$ cat src/rtl/fi_pkg.sv
// Shared constants for the write-path error injector.
// Assumes the enable field is one-hot or zero when used.
package fi_pkg;
    localparam int MODE_W   = 4;
    localparam int M_OS_SB  = 0;  // one-shot single-bit
    localparam int M_CT_SB  = 1;  // continuous single-bit
    localparam int M_CT_DB  = 2;  // continuous double-bit
    localparam int M_OS_DB  = 3;  // one-shot double-bit
endpackage

$ cat src/rtl/fi_cfg_reg.sv
// Control register: holds mode enables and bit position, gates arming of
// the one-shot single-bit enable by sb_rpt_en, flags illegal settings.
// Assumes synchronous active-low reset.
module fi_cfg_reg
    import fi_pkg::*;
#(
    parameter int POS_W = 7
) (
    input  logic              clk,
    input  logic              rst_n,
    input  logic              cfg_we,
    input  logic [MODE_W-1:0] cfg_mode,
    input  logic [POS_W-1:0]  cfg_pos,
    input  logic              sb_rpt_en,
    output logic [MODE_W-1:0] mode_eff,
    output logic [POS_W-1:0]  pos_q,
    output logic              cfg_err
);
    logic [MODE_W-1:0] mode_q;
    logic [MODE_W-1:0] mode_nxt;

    // Next enable value with the gated one-shot single-bit arming applied.
    always_comb begin
        mode_nxt = cfg_mode;
        if (cfg_mode[M_OS_SB] && !mode_q[M_OS_SB] && !sb_rpt_en)
            mode_nxt[M_OS_SB] = 1'b0;
    end

    // Register update and sticky illegal-setting flag.
    always_ff @(posedge clk) begin
        if (!rst_n) begin
            mode_q  <= '0;
            pos_q   <= '0;
            cfg_err <= 1'b0;
        end else if (cfg_we) begin
            mode_q  <= mode_nxt;
            pos_q   <= cfg_pos;
            cfg_err <= ($countones(mode_nxt) > 1);
        end
    end

    // Only a legal (zero or one-hot) setting reaches the injection logic.
    always_comb mode_eff = cfg_err ? '0 : mode_q;

    a_r8_gate: assert property (@(posedge clk) disable iff (!rst_n)
        (cfg_we && !sb_rpt_en && !mode_q[M_OS_SB]) |=> !mode_q[M_OS_SB]);

    a_r9_sticky: assert property (@(posedge clk) disable iff (!rst_n)
        (cfg_err && !cfg_we) |=> cfg_err);

    a_r9_blocked: assert property (@(posedge clk) disable iff (!rst_n)
        cfg_err |-> (mode_eff == '0));
endmodule

$ cat src/rtl/fi_oneshot.sv
// One-shot tracker: active while enabled and not yet spent. The first write
// strobe while active spends it. Clearing the enable re-arms it.
module fi_oneshot (
    input  logic clk,
    input  logic rst_n,
    input  logic en,
    input  logic wr_en,
    output logic active
);
    logic spent_q;

    // Spent flag: cleared while disabled, set by the qualifying write.
    always_ff @(posedge clk) begin
        if (!rst_n)
            spent_q <= 1'b0;
        else if (!en)
            spent_q <= 1'b0;
        else if (wr_en)
            spent_q <= 1'b1;
    end

    // Armed and not yet fired.
    always_comb active = en && !spent_q;

    a_r4_stay_spent: assert property (@(posedge clk) disable iff (!rst_n)
        (spent_q && en) |=> spent_q);

    a_r4_fire_once: assert property (@(posedge clk) disable iff (!rst_n)
        (active && wr_en) |=> !active);
endmodule

$ cat src/rtl/fi_mask_gen.sv
// Builds the inversion mask from the position and the requested fault kind.
// Positions out of range or on the parity bit give an empty mask.
// Assumes single and dbl are never both high.
module fi_mask_gen #(
    parameter int CW_W    = 39,
    parameter int POS_W   = 7,
    parameter int PAR_IDX = CW_W - 1
) (
    input  logic [POS_W-1:0] pos,
    input  logic             single,
    input  logic             dbl,
    output logic [CW_W-1:0]  mask
);
    logic [CW_W-1:0] hit;
    logic            valid;

    // One decoder compare per codeword bit.
    for (genvar i = 0; i < CW_W; i++) begin : g_hit
        assign hit[i] = (pos == POS_W'(i));
    end

    // The position is usable if it lands on a non-parity bit.
    always_comb valid = (|hit) && !hit[PAR_IDX];

    // Mask: the selected bit, plus the parity bit for a double fault.
    always_comb begin
        mask = '0;
        if (valid && (single || dbl)) mask = hit;
        if (valid && dbl)             mask[PAR_IDX] = 1'b1;
    end

    always_comb begin
        a_r10_at_most_two: assert ($countones(mask) <= 2);
    end
endmodule

$ cat src/rtl/ecc_fault_inject.sv
// Write-path error injector between the ECC encoder and the RAM write port.
// It XORs a mask into the codeword on write strobes according to the
// control register. Assumes one clock domain and synchronous active-low reset.
module ecc_fault_inject
    import fi_pkg::*;
#(
    parameter int CW_W  = 39,
    parameter int POS_W = 7
) (
    input  logic              clk,
    input  logic              rst_n,
    input  logic              cfg_we,
    input  logic [3:0]        cfg_mode,
    input  logic [POS_W-1:0]  cfg_pos,
    input  logic              sb_rpt_en,
    input  logic              wr_en,
    input  logic [CW_W-1:0]   wr_cw_in,
    output logic [CW_W-1:0]   wr_cw_out,
    output logic              cfg_err
);
    localparam int PAR_IDX = CW_W - 1;

    logic [MODE_W-1:0] mode_eff;
    logic [POS_W-1:0]  pos_q;
    logic [1:0]        os_active;
    logic              do_single;
    logic              do_dbl;
    logic [CW_W-1:0]   mask;

    fi_cfg_reg #(.POS_W(POS_W)) u_cfg (
        .clk(clk), .rst_n(rst_n), .cfg_we(cfg_we), .cfg_mode(cfg_mode),
        .cfg_pos(cfg_pos), .sb_rpt_en(sb_rpt_en),
        .mode_eff(mode_eff), .pos_q(pos_q), .cfg_err(cfg_err)
    );

    // One tracker per one-shot mode: index 0 single-bit, index 1 double-bit.
    for (genvar k = 0; k < 2; k++) begin : g_os
        localparam int MBIT = (k == 0) ? M_OS_SB : M_OS_DB;
        fi_oneshot u_os (
            .clk(clk), .rst_n(rst_n), .en(mode_eff[MBIT]),
            .wr_en(wr_en), .active(os_active[k])
        );
    end

    // Fault kind requested for the current write.
    always_comb begin
        do_single = mode_eff[M_CT_SB] || os_active[0];
        do_dbl    = mode_eff[M_CT_DB] || os_active[1];
    end

    fi_mask_gen #(.CW_W(CW_W), .POS_W(POS_W), .PAR_IDX(PAR_IDX)) u_mask (
        .pos(pos_q), .single(do_single), .dbl(do_dbl), .mask(mask)
    );

    // Corrupt only on a write strobe.
    always_comb wr_cw_out = wr_en ? (wr_cw_in ^ mask) : wr_cw_in;

    always_comb begin
        if (rst_n && (wr_en === 1'b0))
            a_r1_idle_pass: assert (wr_cw_out == wr_cw_in);
    end

    a_r9_no_inject: assert property (@(posedge clk) disable iff (!rst_n)
        cfg_err |-> (wr_cw_out == wr_cw_in));

    a_r6_two_bits: assert property (@(posedge clk) disable iff (!rst_n)
        (wr_en && mode_eff[M_CT_DB] && (32'(pos_q) < PAR_IDX))
            |-> ($countones(wr_cw_out ^ wr_cw_in) == 2));
endmodule

$ cat config.mk
export PLATFORM = sky130hd
export DESIGN_NAME = ecc_fault_inject
export DESIGN_NICKNAME = d
export VERILOG_FILES = /design/src/rtl/fi_pkg.sv /design/src/rtl/fi_cfg_reg.sv /design/src/rtl/fi_oneshot.sv /design/src/rtl/fi_mask_gen.sv /design/src/rtl/ecc_fault_inject.sv
export SDC_FILE = /design/constraint.sdc
export NUM_CORES = 1
export LEC_CHECK = 0
export ABC_AREA = 0
export BUFFER_PORTS_ARGS = -buffer_cell sky130_fd_sc_hd__buf_2
export CAP_MARGIN = 5
export CORE_ASPECT_RATIO = 0.75
export CORE_MARGIN = 5
export CORE_UTILIZATION = 42
export DETAILED_ROUTE_END_ITERATION = 8
export PLACE_DENSITY = 0.88
export SLEW_MARGIN = 40
export SYNTH_ARGS = -nofsm -noshare
export SYNTH_HDL_FRONTEND = slang
export SYNTH_SLANG_ARGS = --single-unit
$ cat constraint.sdc
create_clock -name clk -period 2.3 [get_ports clk]
set_clock_uncertainty 0.05 [all_clocks]
set_input_delay 0.115 -clock clk [delete_from_list [all_inputs] [get_ports clk]]
set_output_delay 0.115 -clock clk [all_outputs]
set_load 0.03 [all_outputs]
# Word level (Yosys, flattened, before mapping)
# Index checks and enable logic that the tools add are counted.
[op_classes]
n_addsub = 3
n_lt_le_gt_ge = 1
eq_ne = 38
muxes = 5
bitwise = 1
n_reduce_logical = 19
[op_table]
columns = ["op", "count"]
rows = [
  ["$eq A7 B5 Y1 const B", 16],
  ["$mux W39", 2],
  ["$eq A7 B4 Y1 const B", 8],
  ["$eq A7 B6 Y1 const B", 7],
  ["$reduce_or A39 Y1", 1],
  ["$xor A39 B39 Y39", 1],
  ["$add A32 B32 Y32", 1],
  ["$gt A32 B2 Y1 const B", 1],
  ["$eq A7 B3 Y1 const B", 4],
  ["$eq A7 B2 Y1 const B", 2],
  ["$eq A7 B1 Y1 const B", 1],
  ["$logic_and A1 B1 Y1", 7],
  ["$logic_not A7 Y1", 1],
  ["$logic_not A1 Y1", 5],
  ["$add A1 B1 Y2", 2],
  ["$mux W4", 1],
  ["$reduce_and A2 Y1", 2],
  ["$logic_or A1 B1 Y1", 3],
  ["$mux W1", 2],
]
[totals]
ff_bits = 14
inputBits = 55
out_inout_bits = 40
word_cells = 72

# Depth between registers and ports, before layout
# Gate-level depths: netlist of run 1.
[logic_depth]
word_depth = 9
mapped_depth = 6
depth_no_buf = 6

# By module
# Synthesis of run 1 repeated with hierarchy kept, for this count alone.
[unflattened]
cells_unflattened = 223
area_unflattened_um2 = 1584.0
[by_module_without_submodules]
columns = ["mod", "n_inst", "cells_per_inst", "area_per_inst_um2", "seq_area_each_um2"]
rows = [
  ["ecc_fault_inject", 1, 84, 529.3, 0.0],
  ["fi_cfg_reg", 1, 50, 514.2, 240.2],
  ["fi_mask_gen", 1, 83, 462.9, 0.0],
  ["fi_oneshot", 2, 3, 38.8, 20.0],
]

# Least setup slack after synthesis of run 1
# Ideal clock, no wire load.
[synth_path]
kind = "flip-flop to output port"
start = "reg u_cfg.cfg_err"
end = "out wr_cw_out[27]"
t_arrival_ns = 1.809
required_ns = 2.135
slack_ns = 0.326
path_stages_with_launch = 6
n_path_buf = 1
cell_sequence = "dfxtp_1 nor3b_4 o41ai_4 buf_6 nor4_4 xor2_1"
[synth_between]
elab_chain_len = 8
word_cells_on_any_way = 10
classes_between = "mux: 3; bitwise: 1; reduce/logical: 6"
[synth_lines]
columns = ["element", "line_no", "rtl"]
rows = [
  ["start: declaration", "fi_cfg_reg.sv:17", "output logic cfg_err"],
  ["start signal: assignment", "fi_cfg_reg.sv:38", "cfg_err <= ($countones(mode_nxt) > 1);"],
  ["$mux W4 (*)", "fi_cfg_reg.sv:43", "always_comb mode_eff = cfg_err ? '0 : mode_q;"],
  ["$logic_and A1 B1 Y1", "fi_oneshot.sv:23", "always_comb active = en && !spent_q;"],
  ["$logic_or A1 B1 Y1, on equally long branches", "ecc_fault_inject.sv:47, ecc_fault_inject.sv:48", ""],
  ["$logic_or A1 B1 Y1 (*)", "fi_mask_gen.sv:28", "if (valid && (single || dbl)) mask = hit;"],
  ["$logic_and A1 B1 Y1 (*)", "fi_mask_gen.sv:28", ""],
  ["$mux W39 (*)", "fi_mask_gen.sv:28", ""],
  ["$xor A39 B39 Y39 (*)", "ecc_fault_inject.sv:56", "always_comb wr_cw_out = wr_en ? (wr_cw_in ^ mask) : wr_cw_in;"],
  ["$mux W39 (*)", "ecc_fault_inject.sv:56", ""],
  ["end: declaration", "ecc_fault_inject.sv:18", "output logic [CW_W-1:0] wr_cw_out,"],
]
# Every way passes the cells marked *; elsewhere a longest branch is shown, timed or not.

# Final worst setup path of run 1
[layout_path]
start = "reg u_cfg.cfg_err"
end = "out wr_cw_out[26]"
# The elaborated chain is that of the path after synthesis.

==> results of run 1 <==
[flip-flops by register name, indices dropped and copies added (netlist names)]
| register | cells |
|---|---|
| u_cfg.pos_q | 7 |
| g_os.u_os.spent_q | 2 |
| u_cfg.mode_q | 4 |
| u_cfg.cfg_err | 1 |
[worst min-delay path by stage]
stage	endpoint	slack [ps]	depth (start not counted)
2_1_floorplan	u_cfg.pos_q[2]	190	1
3_3_place_gp	u_cfg.pos_q[4]	320	3
3_5_place_dp	u_cfg.pos_q[5]	330	3
4_1_cts	u_cfg.pos_q[5]	70	3
5_1_grt	u_cfg.pos_q[5]	90	3
6_report	u_cfg.pos_q[5]	70	3
[synthesized netlist by cell type, drive strengths merged]
library cell | instances | area [um^2]
nand2b | 2 | 12.5
nor3b | 1 | 18.8
a211o | 1 | 8.76
nand3 | 4 | 20.0
nor4 | 10 | 98.8
nand2 | 9 | 33.8
buf | 7 | 53.8
xor2 | 39 | 342
a21oi | 2 | 10.0
o41ai | 1 | 27.5
nor3 | 29 | 155
clkbuf | 4 | 18.8
fa | 1 | 20.0
nor4bb | 2 | 20.0
mux2i | 11 | 110
nor2b | 15 | 96.3
nor2 | 6 | 22.5
o21ai | 2 | 10.0
nand3b | 2 | 15.0
and2 | 1 | 6.26
and2b | 1 | 7.51
dfxtp | 14 | 280
ha | 2 | 25.0
o21a | 1 | 7.51
[cell families (layout without fill, tap and decap cells)]
| kind of cell | Yosys count | count (layout) | synth area share (%) |
|---|---|---|---|
| flip-flops | 14 | 14 | 19.7 |
| XOR/XNOR | 39 | 39 | 24.1 |
| AND/OR/NAND/NOR | 82 | 82 | 35.7 |
| adder cells (fa/ha/maj) | 3 | 3 | 3.17 |
| multiplexers | 11 | 11 | 7.75 |
| AO/OA/AOI/OAI | 7 | 7 | 4.49 |
| buffers and inverters | 11 | 109 | 5.11 |
[power breakdown]
group / switching (mW) / total [mW] / internal, mW
clock network: 0.0839 / 0.235 / 0.151
registers: 0.0213 / 0.278 / 0.257
logic: 0.221 / 0.364 / 0.143
total: 0.326 / 0.877 / 0.551
[critical path: stages, from the launching register on]
cell	delay (ps)
sky130_fd_sc_hd__dfxtp_1	380
sky130_fd_sc_hd__nor3b_4	290
sky130_fd_sc_hd__o41ai_4	130
sky130_fd_sc_hd__buf_4	200
sky130_fd_sc_hd__nor4_1	370
sky130_fd_sc_hd__xor2_1	180
sky130_fd_sc_hd__buf_2	210
[routing by layer]
layer	vias up	GRT usage (%)	part of all wire, %
met5	-	0	0
met4	0	5.39	0
met3	0	5.49	10
met2	63	28.9	49
met1	672	19.7	41
li1	776	-	-
[cell type report]
type,count,area share [%]
Multi-Input combinational cell,142,54.0
Timing Repair Buffer,105,27.4
Sequential cell,14,13.5
Clock buffer,4,2.66
Tap cell,40,2.42
[stage by stage]
stage          std cells  TNS [ps]
6_report             305         0
5_1_grt              305     -52.8
4_1_cts              303         0
3_5_place_dp         298         0
3_3_place_gp         297         0
2_1_floorplan        167         0
[repair_timing]
item / CTS / global route
endpoints found under the setup margin: 7 / 23
pin swaps: 1 / 2
resized for setup: 0 / 10
setup buffers: 1 / 2
==> out/qor.csv, run 1 <==
metric,value,unit
run_status,finished clean,
drt-wirelength-per-cell,13.8,um
sort_of_element_at_the_start_of_the_critical_path,flop,
synthToLayoutAreaGrowth,45.8,%
period_share,94.9,%
grt_first_pass_wirelength,6.39,mm
rsz0062_at_grt,yes,
core_area,0.00327,mm^2
grt_use_total,16.6,%
synth.cell_area,0.00142,mm^2
worst_hold_startpoint,cfg_pos[5],
top_level_port_count,95,
die_y,60.4,um
placement.io_buffers,94,
leakage,1.00,nW
timing.final.max_slew_violations,0,
detailroute.via_count,1511,
htreeDepth,1,
tightestPinTransition,622,ps
vdd_drop_max,336,uV
post-route-min-period,2180,ps
final_area,0.00207,mm^2
max_cap_violations,0,
drt-initial-drc-count,46,
fp-row-count,18,
cp-startpoint,u_cfg.cfg_err,
via_per_inst,4.95,
route.detailed.drc,0,
clock_tree.root_cell,sky130_fd_sc_hd__clkbuf_8,
timing.reg2reg.setup_slack,450,ps
placed_area,0.00193,mm^2
grt_pass1_vias,1479,
critPathMaxFanout,13,
dieWidth,77.1,um
power_density,424,mW/mm^2
most_common_cell_after_layout_fill_and_taps_aside,sky130_fd_sc_hd__buf_2,
gp_routability_congestion,0.753,
power,0.877,mW
critPathArrivalTime,2020,ps
insertion_delay,240,ps
yosysWarnings,0,
antennaDiodeCount,0,
synthesis.nets,225,
final.fill_count,297,
tritoncts,yes,
ctsLongestPathBuffers,2,
critical_path_capture_point_type,output pin,
antenna_violations_before_repair,0,
drt_wl_total,4.20,mm
cts_inserted_buffers,3,
cp_data_required_time,2130,ps
postSynthAreaPerCell,8.50,um^2
layout.core_utilization,63.4,%
setup_viol_count_final,0,
r2r_start,u_cfg.mode_q[0],
max-slew-margin-rel,58.5,%
post_cts_hold_buffer_count,0,
dieArea,0.00466,mm^2
finalWorstSetupSlack,117,ps
grt_start_max_net_pins,16,
ff_latch_area,280,um^2
start_to_end_type_of_the_worst_setup_path,reg -> out,
fin_worst_hold_slack,74.0,ps
ys_seq_elements,14,
cts.sink_count,14,
detailed_place_hpwl,3.43,mm
ys_types,30,
nets,324,
dp_worst_setup_slack,185,ps
route.antenna.remaining_nets,0,
final_cell_mix,"93 x sky130_fd_sc_hd__buf_2, 39 x sky130_fd_sc_hd__xor2_1, 25 x sky130_fd_sc_hd__nor3_1, 14 x sky130_fd_sc_hd__nor2b_1, 14 x sky130_fd_sc_hd__dfxtp_1",
firstDrtPassIters,4,
initial_standard_cell_utilization_of_the_core,43.5,%
timing.rr.end,u_cfg.cfg_err,
final-hold-violation-count,0,
grt-ovfl-total,0,
cts.reportedPaths.clkPinSlew,60,ps
netlist_instances,167,
timing.critical_path.to,wr_cw_out[26],
maxClockFrequency,458,MHz
seq_total_area_yosys,19.7,%
post_route_cells_drive_above_1_share,47.5,%
multiInputGateArea,0.00112,mm^2
timing.hold.worst.class,in -> reg,
worstRegToRegCells,7,
Power figures use the tool's default switching activity.
==> run 2: changes to the inputs <==
CELL_PAD_IN_SITES_DETAIL_PLACEMENT = 1   (was not set)
CELL_PAD_IN_SITES_GLOBAL_PLACEMENT = 1   (was not set)
CORE_UTILIZATION = 29   (was 42)
PLACE_DENSITY = 0.89   (was 0.88)
==> run 2 against run 1 <==
  * Non-clock buffer count did not move
  * Register-to-register slack barely moved
  * Combinational power rose by 2%
  * Clock-buffer cell count fell by 1
  * Via count is 3.6% higher
  * Wire length is 21% higher
  * Highest routed layer is now met4
==> out/qor.csv, run 2 (synthesis gave the netlist of run 1 again) <==
metric,value,unit
run_status,finished clean,
initial_standard_cell_utilization_of_the_core,29.5,%
drt-wirelength-per-cell,15.6,um
fp-row-count,22,
post_route_cells_drive_above_1_share,47.3,%
timing.final.max_slew_violations,0,
tritoncts,yes,
leakage,0.995,nW
wirelength_met1,2.25,mm
cts_inserted_buffers,3,
multiInputGateArea,0.00112,mm^2
topRoutingLayerUsed,met4,
cp_data_required_time,2130,ps
via_per_inst,4.83,
nets,324,
power.switching_fraction,39.2,%
grt_first_pass_wirelength,8.19,mm
grt-ovfl-total,0,
final_cell_mix,"93 x sky130_fd_sc_hd__buf_2, 39 x sky130_fd_sc_hd__xor2_1, 24 x sky130_fd_sc_hd__nor3_1, 14 x sky130_fd_sc_hd__nor2b_1, 14 x sky130_fd_sc_hd__dfxtp_1",
setup_viol_count_final,0,
holdPathEnd,u_cfg.pos_q[1],
dp_worst_setup_slack,212,ps
largest_register_ffs,7,
net-switching-power,0.332,mW
antennaDiodeCount,0,
wl_met3,456,um
tightestPinTransition,439,ps
fin_worst_hold_slack,90.7,ps
maxClockFrequency,458,MHz
power_density,407,mW/mm^2
core_area,0.00482,mm^2
timing.hold.worst_path_depth,3,
met2_wirelength,2.33,mm
clockPowerShare,23.3,%
ff_latch_area,280,um^2
timing.hold.worst.class,in -> reg,
clock_tree.root_cell,sky130_fd_sc_hd__clkbuf_8,
insertion_delay,240,ps
top_regs,"u_cfg.pos_q (7), u_cfg.mode_q (4), g_os.u_os.spent_q (2)",
firstDrtPassIters,4,
cts.sink_count,14,
die_y,70.6,um
detailed_place_hpwl,4.29,mm
rsz0062_at_grt,yes,
sort_of_element_at_the_start_of_the_critical_path,flop,
max-slew-margin-rel,70.8,%
post_cts_hold_buffer_count,0,
drt_wl_total,5.06,mm
grt_pass1_vias,1655,
ctsLongestPathBuffers,2,
drt-initial-drc-count,31,
worst_hold_startpoint,cfg_pos[1],
antenna_violations_before_repair,0,
top_level_port_count,95,
critPathArrivalTime,2020,ps
synthToLayoutAreaGrowth,46.5,%
cts.reportedPaths.clkPinSlew,60,ps
intPower,0.515,mW
final-hold-violation-count,0,
max_cap_violations,0,
dieWidth,90.8,um
setup-tns-final,0,ps
vdd_drop_max,195,uV
htreeDepth,1,
grt_start_max_net_pins,16,
start_to_end_type_of_the_worst_setup_path,reg -> out,
dieArea,0.00641,mm^2
route.detailed.drc,0,
comb_power_share,43.8,%
worstRegToRegCells,7,
top_register,u_cfg.pos_q,
detailroute.via_count,1565,
most_common_cell_after_layout_fill_and_taps_aside,sky130_fd_sc_hd__buf_2,
grt_use_total,15.1,%
placement.io_buffers,94,
timing.rr.end,u_cfg.cfg_err,
post-route-min-period,2180,ps
r2r_start,u_cfg.mode_q[0],
timing.reg2reg.setup_slack,440,ps
period_share,94.9,%
power_frac_seq,32.9,%
gp_routability_congestion,0.749,
critPathMaxFanout,5,
layout.core_utilization,43.2,%
final.fill_count,617,
critical_path_capture_point_type,output pin,
route.antenna.remaining_nets,0,
finalWorstSetupSlack,116,ps
## run 2: changes by cell type in the layout (fill, tap and decap cells not counted)
cell,delta
sky130_fd_sc_hd__buf_4,+1
sky130_fd_sc_hd__clkbuf_4,-1
sky130_fd_sc_hd__clkbuf_8,-1
sky130_fd_sc_hd__nor3_1,-1
sky130_fd_sc_hd__nor3_2,+1
sky130_fd_sc_hd__nor4_1,+1
sky130_fd_sc_hd__nor4_2,-1
## run 2: cell type report
cell class              instances  area share, %
multi-input cells             142           53.6
flip-flops and latches         14           13.5
clock buffers                   3           1.98
repair buffers                105           27.3
well taps                      60           3.61
## run 2: power by group through the flow
stage	clock, mW	sequential (mW)	combinational, mW
floorplan	0	0.279	0.228
global placement	0	0.282	0.340
detailed placement	0	0.283	0.354
CTS	0.205	0.278	0.367
global route	0.215	0.280	0.401
finish	0.197	0.278	0.371
## run 2: critical path, stage by stage (launching register included)
cell	delay [ps]
sky130_fd_sc_hd__dfxtp_1	370
sky130_fd_sc_hd__nor3b_4	330
sky130_fd_sc_hd__o41ai_4	180
sky130_fd_sc_hd__buf_4	190
sky130_fd_sc_hd__nor4_2	300
sky130_fd_sc_hd__xor2_1	170
sky130_fd_sc_hd__buf_2	220
## run 2: worst max path at each step
stage / from / to / slack, ps / depth (start not counted)
2_1_floorplan: u_cfg.cfg_err / wr_cw_out[27] / 330 / 5
3_3_place_gp: u_cfg.mode_q[3] / wr_cw_out[16] / 20 / 6
3_5_place_dp: u_cfg.mode_q[3] / wr_cw_out[29] / 210 / 6
4_1_cts: u_cfg.cfg_err / wr_cw_out[24] / 60 / 6
5_1_grt: u_cfg.cfg_err / wr_cw_out[24] / -20 / 6
6_report: u_cfg.cfg_err / wr_cw_out[24] / 120 / 6
## run 2: stage by stage
step,instance area (um^2),instances,power [mW]
6_report,2080,324,0.847
5_1_grt,2080,324,0.897
4_1_cts,2030,324,0.850
3_5_place_dp,1960,319,0.637
3_3_place_gp,1950,318,0.622
2_1_floorplan,1420,167,0.506
## run 2: metal layers
layer  global-route usage [%]  vias up
met1                     21.1      719
met5                        0        -
met4                     1.95        0
met3                     3.61        2
li1                         -      774
met2                     24.4       70
## run 2: timing repair
action | 4_1_cts | 5_1_grt
setup buffers | 2 | 0
pin swaps | 2 | 1
gates resized for setup | 0 | 11
setup endpoints to repair | 4 | 11
